===== src/rtl/wsg_pkg.sv =====
package wsg_pkg;

    typedef enum logic [1:0] {
        KIND_MEM    = 2'b00,
        KIND_EXTIO  = 2'b01,
        KIND_INTACK = 2'b10,
        KIND_RSV    = 2'b11
    } cyc_kind_e;

    typedef enum logic [1:0] {
        ST_IDLE  = 2'b00,
        ST_COUNT = 2'b01,
        ST_HOLD  = 2'b10
    } seq_state_e;

    // Wait clocks for a memory cycle, by code
    function automatic int unsigned mem_waits(input logic [1:0] code);
        return int'(code);
    endfunction

    // Wait clocks for an external I/O cycle, by code
    function automatic int unsigned io_waits(input logic [1:0] code);
        return int'(code) + 1;
    endfunction

    // Wait clocks for an interrupt-0 acknowledge, by code
    function automatic int unsigned ack_waits(input logic [1:0] code);
        int unsigned r;
        unique case (code)
            2'b00:   r = 2;
            2'b01:   r = 4;
            2'b10:   r = 5;
            default: r = 6;
        endcase
        return r;
    endfunction

endpackage


===== src/rtl/wsg_ctrl_reg.sv =====
module wsg_ctrl_reg #(
    parameter int REG_W = 8,
    parameter logic [REG_W-1:0] RST_VAL = 8'hF0
) (
    input  logic             clk,
    input  logic             rst_n,
    input  logic             wr,
    input  logic [REG_W-1:0] wdata,
    output logic [REG_W-1:0] rdata,
    output logic [1:0]       mem_code,
    output logic [1:0]       io_code
);
    localparam int MEM_LSB = REG_W - 2;
    localparam int IO_LSB  = REG_W - 4;

    logic [REG_W-1:0] ctl_q;

    always_ff @(posedge clk or negedge rst_n) begin
        if (!rst_n) begin
            ctl_q <= RST_VAL;
        end else if (wr) begin
            ctl_q <= wdata;
        end
    end

    assign rdata    = ctl_q;
    assign mem_code = ctl_q[MEM_LSB +: 2];
    assign io_code  = ctl_q[IO_LSB +: 2];
endmodule


===== src/rtl/wsg_count_sel.sv =====
module wsg_count_sel #(
    parameter int CNT_W = 3
) (
    input  logic [1:0]       kind,
    input  logic             int_hit,
    input  logic [1:0]       mem_code,
    input  logic [1:0]       io_code,
    output logic [CNT_W-1:0] load_val
);
    import wsg_pkg::*;

    localparam int CODES = 4;

    logic [CNT_W-1:0] mem_tbl [CODES];
    logic [CNT_W-1:0] io_tbl  [CODES];
    logic [CNT_W-1:0] ack_tbl [CODES];

    for (genvar i = 0; i < CODES; i++) begin : g_tbl
        assign mem_tbl[i] = CNT_W'(mem_waits(2'(i)));
        assign io_tbl[i]  = CNT_W'(io_waits(2'(i)));
        assign ack_tbl[i] = CNT_W'(ack_waits(2'(i)));
    end

    cyc_kind_e kind_e;
    assign kind_e = cyc_kind_e'(kind);

    always_comb begin
        if (int_hit) begin
            load_val = '0;
        end else begin
            unique case (kind_e)
                KIND_EXTIO:  load_val = io_tbl[io_code];
                KIND_INTACK: load_val = ack_tbl[io_code];
                KIND_MEM,
                KIND_RSV:    load_val = mem_tbl[mem_code];
                default:     load_val = mem_tbl[mem_code];
            endcase
        end
    end
endmodule


===== src/rtl/wsg_sequencer.sv =====
module wsg_sequencer #(
    parameter int CNT_W = 3
) (
    input  logic             clk,
    input  logic             rst_n,
    input  logic             start,
    input  logic [CNT_W-1:0] load_val,
    input  logic             ext_wait_n,
    output logic             stretch
);
    import wsg_pkg::*;

    localparam logic [CNT_W-1:0] CNT_ONE = CNT_W'(1);

    seq_state_e       state_q, state_d;
    logic [CNT_W-1:0] cnt_q, cnt_d;

    // State register
    always_ff @(posedge clk or negedge rst_n) begin
        if (!rst_n) begin
            state_q <= ST_IDLE;
            cnt_q   <= '0;
        end else begin
            state_q <= state_d;
            cnt_q   <= cnt_d;
        end
    end

    // Next state
    always_comb begin
        state_d = state_q;
        cnt_d   = cnt_q;
        unique case (state_q)
            ST_IDLE: begin
                if (start) begin
                    if (load_val != '0) begin
                        state_d = ST_COUNT;
                        cnt_d   = load_val;
                    end else if (!ext_wait_n) begin
                        state_d = ST_HOLD;
                    end
                end
            end
            ST_COUNT: begin
                cnt_d = cnt_q - CNT_ONE;
                if (cnt_q == CNT_ONE) begin
                    state_d = ext_wait_n ? ST_IDLE : ST_HOLD;
                end
            end
            ST_HOLD: begin
                if (ext_wait_n) state_d = ST_IDLE;
            end
            default: begin
                state_d = ST_IDLE;
                cnt_d   = '0;
            end
        endcase
    end

    // Outputs
    always_comb begin
        unique case (state_q)
            ST_COUNT, ST_HOLD: stretch = 1'b1;
            default:           stretch = 1'b0;
        endcase
    end
endmodule


===== src/rtl/wait_stretch_gen.sv =====
module wait_stretch_gen #(
    parameter int REG_W = 8,
    parameter int CNT_W = 3
) (
    input  logic             clk,
    input  logic             rst_n,
    input  logic             reg_wr,
    input  logic [REG_W-1:0] reg_wdata,
    output logic [REG_W-1:0] reg_rdata,
    input  logic             cyc_start,
    input  logic [1:0]       cyc_kind,
    input  logic             int_hit,
    input  logic             ext_wait_n,
    output logic             stretch
);
    localparam logic [REG_W-1:0] CTL_RST = REG_W'(8'hF0);

    logic [1:0]       mem_code, io_code;
    logic [CNT_W-1:0] load_val;

    wsg_ctrl_reg #(.REG_W(REG_W), .RST_VAL(CTL_RST)) u_reg (
        .clk      (clk),
        .rst_n    (rst_n),
        .wr       (reg_wr),
        .wdata    (reg_wdata),
        .rdata    (reg_rdata),
        .mem_code (mem_code),
        .io_code  (io_code)
    );

    wsg_count_sel #(.CNT_W(CNT_W)) u_sel (
        .kind     (cyc_kind),
        .int_hit  (int_hit),
        .mem_code (mem_code),
        .io_code  (io_code),
        .load_val (load_val)
    );

    wsg_sequencer #(.CNT_W(CNT_W)) u_seq (
        .clk        (clk),
        .rst_n      (rst_n),
        .start      (cyc_start),
        .load_val   (load_val),
        .ext_wait_n (ext_wait_n),
        .stretch    (stretch)
    );
endmodule


===== config.mk =====
export PLATFORM = sky130hd
export DESIGN_NAME = wait_stretch_gen
export DESIGN_NICKNAME = d
export VERILOG_FILES = /design/src/rtl/wsg_pkg.sv /design/src/rtl/wsg_ctrl_reg.sv /design/src/rtl/wsg_count_sel.sv /design/src/rtl/wsg_sequencer.sv /design/src/rtl/wait_stretch_gen.sv
export SDC_FILE = /design/constraint.sdc
export NUM_CORES = 1
export LEC_CHECK = 0
export BUFFER_PORTS_ARGS = -buffer_cell sky130_fd_sc_hd__buf_2
export CORE_MARGIN = 4
export CORE_UTILIZATION = 38
export CTS_CLUSTER_SIZE = 30
export DETAILED_ROUTE_END_ITERATION = 8
export PLACE_DENSITY = 0.61
export RECOVER_POWER = 50
export SLEW_MARGIN = 10
export SYNTH_ARGS = -nofsm -noshare
export SYNTH_HDL_FRONTEND = slang
export SYNTH_SLANG_ARGS = --single-unit

===== constraint.sdc =====
create_clock -name clk -period 2.69 [get_ports clk]
set_input_delay 0.4035 -clock clk [delete_from_list [all_inputs] [get_ports clk]]
set_output_delay 0.4035 -clock clk [all_outputs]
set_load 0.01 [all_outputs]

# After elaboration in Yosys (flattened, before gate mapping)
# Index checks and enable logic that the tools add are counted.
# totals
in_bits	16
word_cells	49
register_bits	13
rom_bits	0
n_memories	0
ram_bits	0
latch_bits	0
# op_classes
n_reduce_logical	7
bitwise	3
mux	22
eq_ne	11
n_addsub	1
magnitude_cmp	2
div	0
n_mul	0
shifts	0
# ops
operator	n
$mux W3	9
$bmux W3 S2	3
$pmux W3 S3	2
$mux W2	6
$eq A2 B2 Y1 const B	3
$ge A3 B3 Y1 const B	2
$not A2 Y3	2
$pmux W2 S3	1
$eq A2 B1 Y1 const B	2
$logic_not A2 Y1	2
$ne A2 B1 Y1 const B	2
$ne A2 B2 Y1 const B	2
$reduce_and A4 Y1	1
$reduce_or A2 Y1	2
$eq A3 B1 Y1 const B	1
$ne A3 B2 Y1 const B	1
$reduce_and A3 Y1	1
$reduce_bool A3 Y1	1
$sub A3 B1 Y3 const B	1
$mux W1	1
$not A1 Y1	1

# Logic depth before layout (Yosys ltp)
# depth
word_depth	10
mapped_depth	6

# Cells and area by module
# Synthesis repeated with hierarchy kept, for this count alone.
# hier_totals
cells_unflattened	79
area_unflattened_um2	930.9
# modules_own_cells
module	instances	seq_area_each_um2	cells_per_inst	area_each_um2
wsg_sequencer	1	125.1	37	406.6
wsg_ctrl_reg	1	205.2	21	366.6
wsg_count_sel	1	0.0	21	157.7

# Worst setup path after synthesis
# Ideal clock, no wire load.
# synth_timing
kind	register to register
from	register u_reg.ctl_q[4] (netlist: u_reg.rdata[4])
to	register u_seq.cnt_q[0]
period_less_slack_ns	2.062
t_arrival_ns	1.937
path_buffers	0
path_stages_with_launch	7
path_slack_ns	0.628
setup_time_ns	0.125
cell_sequence	dfstp_2 inv_1 ha_1 or2b_1 a311oi_2 o41ai_2 mux2_4
# synth_via
elab_chain_cells	9
word_cells_on_any_way	15
# synth_lines
item	line	source
start: declaration	wsg_ctrl_reg.sv:16	logic [REG_W-1:0] ctl_q;
start signal: assignment	wsg_ctrl_reg.sv:22	ctl_q <= wdata;
$not A2 Y3 (not written as such) (*)	wsg_count_sel.sv:32, wsg_count_sel.sv:33	
$bmux W3 S2, on equally long branches	wsg_count_sel.sv:33, wsg_count_sel.sv:32	
$mux W3, on equally long branches (2 in series)	wsg_count_sel.sv:33, wsg_count_sel.sv:32	
$pmux W3 S3 (*)	wsg_count_sel.sv:31	unique case (kind_e)
$mux W3 (*)	wsg_count_sel.sv:28	if (int_hit) begin
$reduce_bool A3 Y1 or $mux W3 (tied branches)	wsg_sequencer.sv:36	if (load_val != '0) begin
$ne A2 B1 Y1 (no source line) or $mux W3 (tied branches)	--	
$reduce_and A3 Y1 (no source line) or $pmux W3 S3 (tied branches)	--	
end signal: assignment	wsg_sequencer.sv:25	cnt_q <= cnt_d;
end: declaration	wsg_sequencer.sv:16	logic [CNT_W-1:0] cnt_q, cnt_d;
# Every way passes the cells marked *; elsewhere a longest branch is shown, timed or not. The select of a mux whose other input is x is not followed.
# A chain may end at the register's enable or synchronous reset.

# Final worst setup path
# Same ends and word-level chain as after synthesis.

==> results.tsv <==
stage	metric	value	unit
layout	Core Util, Final	47.80	%
synth	Mapped Cells	82	
clock_tree	Clock Latency Late Sink	270	ps
synth	largest family of logic cells by synthesized area	adder cells	
critical_path	setup slack, reg-to-reg	530	ps
critical_path	Crit. End Element	register	
drt	aggregate routed wire length	1641	um
clock_tree	buffer count from post-CTS setup fixing	0	
critical_path	Critical Path Start Type	register	
drt	vias per cell	4.920	
critical_path	Worst R2R Start	u_reg.rdata[4]$_DFFE_PN1P_	
sta	Final Hold Viols	0	
synth	Mapped Area	872.1	um^2
critical_path	Critical Setup Path Class	reg2reg	
critical_path	worst-path maximum fanout	4	
clock_tree	TritonCTS Buffers	3	
synth	yosys warns	0	
floorplan	die span in x	55.91	um
sta	# setup viols final	0	
pwr	peak supply drop	0.3674	mV
synth	#FFs+latches synth	13	
sta	fmax	462.0	MHz
sta	RSZ-0062 raised after global routing	no	
clock_tree	Reg clk slew, reported paths	80	ps
floorplan	std cell rows	17	
sta	final period utilization	80.46	%
synth	simple-gate share of the synthesized area	13.92	%
clock_tree	H-tree level count	1	
layout	# fillers	210	
global_routing	initial antenna violation count	0	
floorplan	io pins	25	
synth	register area share after synthesis	37.88	%
sta	slew margin rel.	53.65	%
synth	Compound-Gate Fraction of Synth Area	15.49	%
global_routing	vias in the first global route	677	
layout	highest-count cells in the layout ignoring fill and taps	buf_2, inv_1, ha_1	
sta	Final min period	2164	ps
sta	Max Clock Skew	6.911	ps
clock_tree	Bufs on Longest Clock Path	2	
global_routing	first-pass GRT wire length	2967	um
drt	# DRC	0	
critical_path	Worst Path Required	2850	ps
placed_design	placed cell area	0.001023	mm^2
global_routing	total grt overflow	0	
drt	ANT nets after route	0	
run_status	status	completed	
clock_tree	root buf cell	clkbuf_4	
floorplan	DIE AREA	0.003125	mm^2
synth	mux share of post-synthesis cell area	11.76	%
drt	Vias	674	
clock_tree	PostCTS Resize Cnt	0	
synth	syn_area_per_cell	10.64	um^2
clock_tree	clock sink total	13	
critical_path	Worst Reg2Reg Path Length in Cells	6	
critical_path	CP Launch Point	u_reg.rdata[4]$_DFFE_PN1P_	
synth	Post-Synth Adder-Cell Area	15.78	%
placed_design	DP HPWL	1340	um
floorplan	Starting Density	39.81	%
drt	DR pass1 iterations	3	
drt	DR WL/cell	11.98	um
clock_tree	CTS tree	done	
sta	Least-Margin Pin Slew	695.2	ps
sta	final setup TNS	0	ps
floorplan	Core ar.	0.002191	mm^2
layout	commonest non-fill, non-tap cell in the layout	buf_2	
hold_path	Worst Hold Class	in2async	
run	Max Cap Viol	0	
drt	1st-iter DRT viols	5	
sta	Max Transition Viols Final	0	
layout	diode count	0	
global_routing	GRT Util Overall	12.13	%
placed_design	Final GP Congestion	0.7086	
synth	xor and xnor area share after synthesis	0	%
placed_design	PortBufs	24	
synth	Post-Syn Nets	109	
floorplan	die height	55.91	um
layout	design area	0.001047	mm^2
global_routing	pin count of the biggest net entering global routing	14	
pwr	PwrDens	729.8	mW/mm^2
critical_path	R2R Path End	u_seq.cnt_q[0]$_DFFE_PN0P_	
layout	nets@finish	137	
synth	Yosys cell types	32	
layout	Syn-to-layout area delta	20.09	%
clock_tree	Post-CTS Hold Buffers	0	
pwr	Leak	0.5074	nW
layout	share of cells above drive strength 1	35.78	%
critical_path	critical path arrival	2320	ps
==> routing by layer <==
metal / global-route usage [%] / part of all wire, % / up-vias / routed length (um)
met4: 7.458 / 2.0 / 0 / 33
met1: 14.22 / 46 / 306 / 758
met2: 19.26 / 46 / 20 / 749
met5: 0 / 0 / - / 0
met3: 3.712 / 6.0 / 5 / 99
li1: - / - / 343 / -
==> critical path, cell delays in order, from the launching register on <==
cell      delay (ps)
dfstp_2          540
inv_1             80
ha_1             300
and2b_1          210
a311oi_2          70
o41ai_2          520
mux2_4           340
==> cell type report <==
cell class / instances / area (um^2) / share of cell area, %
inverters: 11 / 41.29 / 3.943
multi-input cells: 57 / 496.7 / 47.43
flip-flops and latches: 13 / 330.3 / 31.54
repair buffers: 24 / 117.6 / 11.23
clock buffers: 4 / 26.28 / 2.509
well taps: 28 / 35.03 / 3.345
==> where the power goes <==
part | internal [W] | leakage, nW | switching (W) | total [W]
Combinational | 0.000181 | 0.340 | 0.000192 | 0.000373
Sequential | 0.000242 | 0.152 | 0.0000309 | 0.000273
Clock | 0.0000575 | 0.0150 | 0.0000609 | 0.000118
==> flip-flops by register name, summed over array words and instances, names as in the netlist <==
signal	cells
u_reg.rdata	8
u_seq.state_q	2
u_seq.cnt_q	3
==> how the worst max path moves through the flow <==
| stage | slack (ps) | cells past startpoint | to |
|---|---|---|---|
| 2_1_floorplan | 630 | 6 | u_seq.cnt_q[0]$_DFFE_PN0P_ |
| 3_5_place_dp | 540 | 6 | u_seq.cnt_q[0]$_DFFE_PN0P_ |
| 3_3_place_gp | 580 | 6 | u_seq.cnt_q[0]$_DFFE_PN0P_ |
| 5_1_grt | 370 | 6 | u_seq.cnt_q[0]$_DFFE_PN0P_ |
| 6_report | 530 | 6 | u_seq.cnt_q[0]$_DFFE_PN0P_ |
| 4_1_cts | 520 | 6 | u_seq.cnt_q[0]$_DFFE_PN0P_ |
==> cell families after synthesis <==
logic type	Yosys count
fa+ha+maj	11
mux	9
flops	13
compound gates	16
simple gates	21
buf+inv	12
==> stage by stage <==
stage          std cells  total power (W)  hold slack (ps)  setup WS (ps)
2_1_floorplan         82        0.0005586            107.9          628.2
3_3_place_gp         133        0.0006447            309.9          580.1
3_5_place_dp         133        0.0006531            313.2          535.8
4_1_cts              137        0.0007788           0.8908          516.7
5_1_grt              137        0.0008446            197.4          373.2
6_report             137        0.0007643            139.9          525.5
==> cells in the mapped netlist <==
library cell | n | share of area, %
a22o_2 | 1 | 1.1
mux2_2 | 6 | 7.7
a21oi_2 | 1 | 1.0
mux2_4 | 1 | 1.7
a221oi_1 | 1 | 1.0
a31oi_1 | 1 | 0.72
o31a_1 | 1 | 1.0
nor2b_1 | 3 | 2.2
ha_1 | 11 | 16
a221o_1 | 2 | 2.3
mux2i_1 | 2 | 2.3
o41ai_2 | 1 | 1.9
a21oi_1 | 1 | 0.57
dfrtp_1 | 9 | 26
a2111oi_0 | 1 | 1.0
nor3b_1 | 1 | 0.86
nor2_1 | 2 | 0.86
nor3_1 | 2 | 1.1
inv_1 | 11 | 4.7
nand3b_1 | 1 | 0.86
nand2_1 | 5 | 2.2
o21ai_0 | 4 | 2.3
clkbuf_1 | 1 | 0.43
o211ai_1 | 1 | 0.86
and2b_1 | 2 | 1.7
nand2b_1 | 1 | 0.72
or3b_1 | 1 | 1.0
or3_1 | 1 | 0.72
or3_2 | 1 | 0.86
dfstp_2 | 4 | 12
a311oi_2 | 1 | 1.7
or2b_1 | 1 | 0.86
Power figures use the tool's default switching activity.
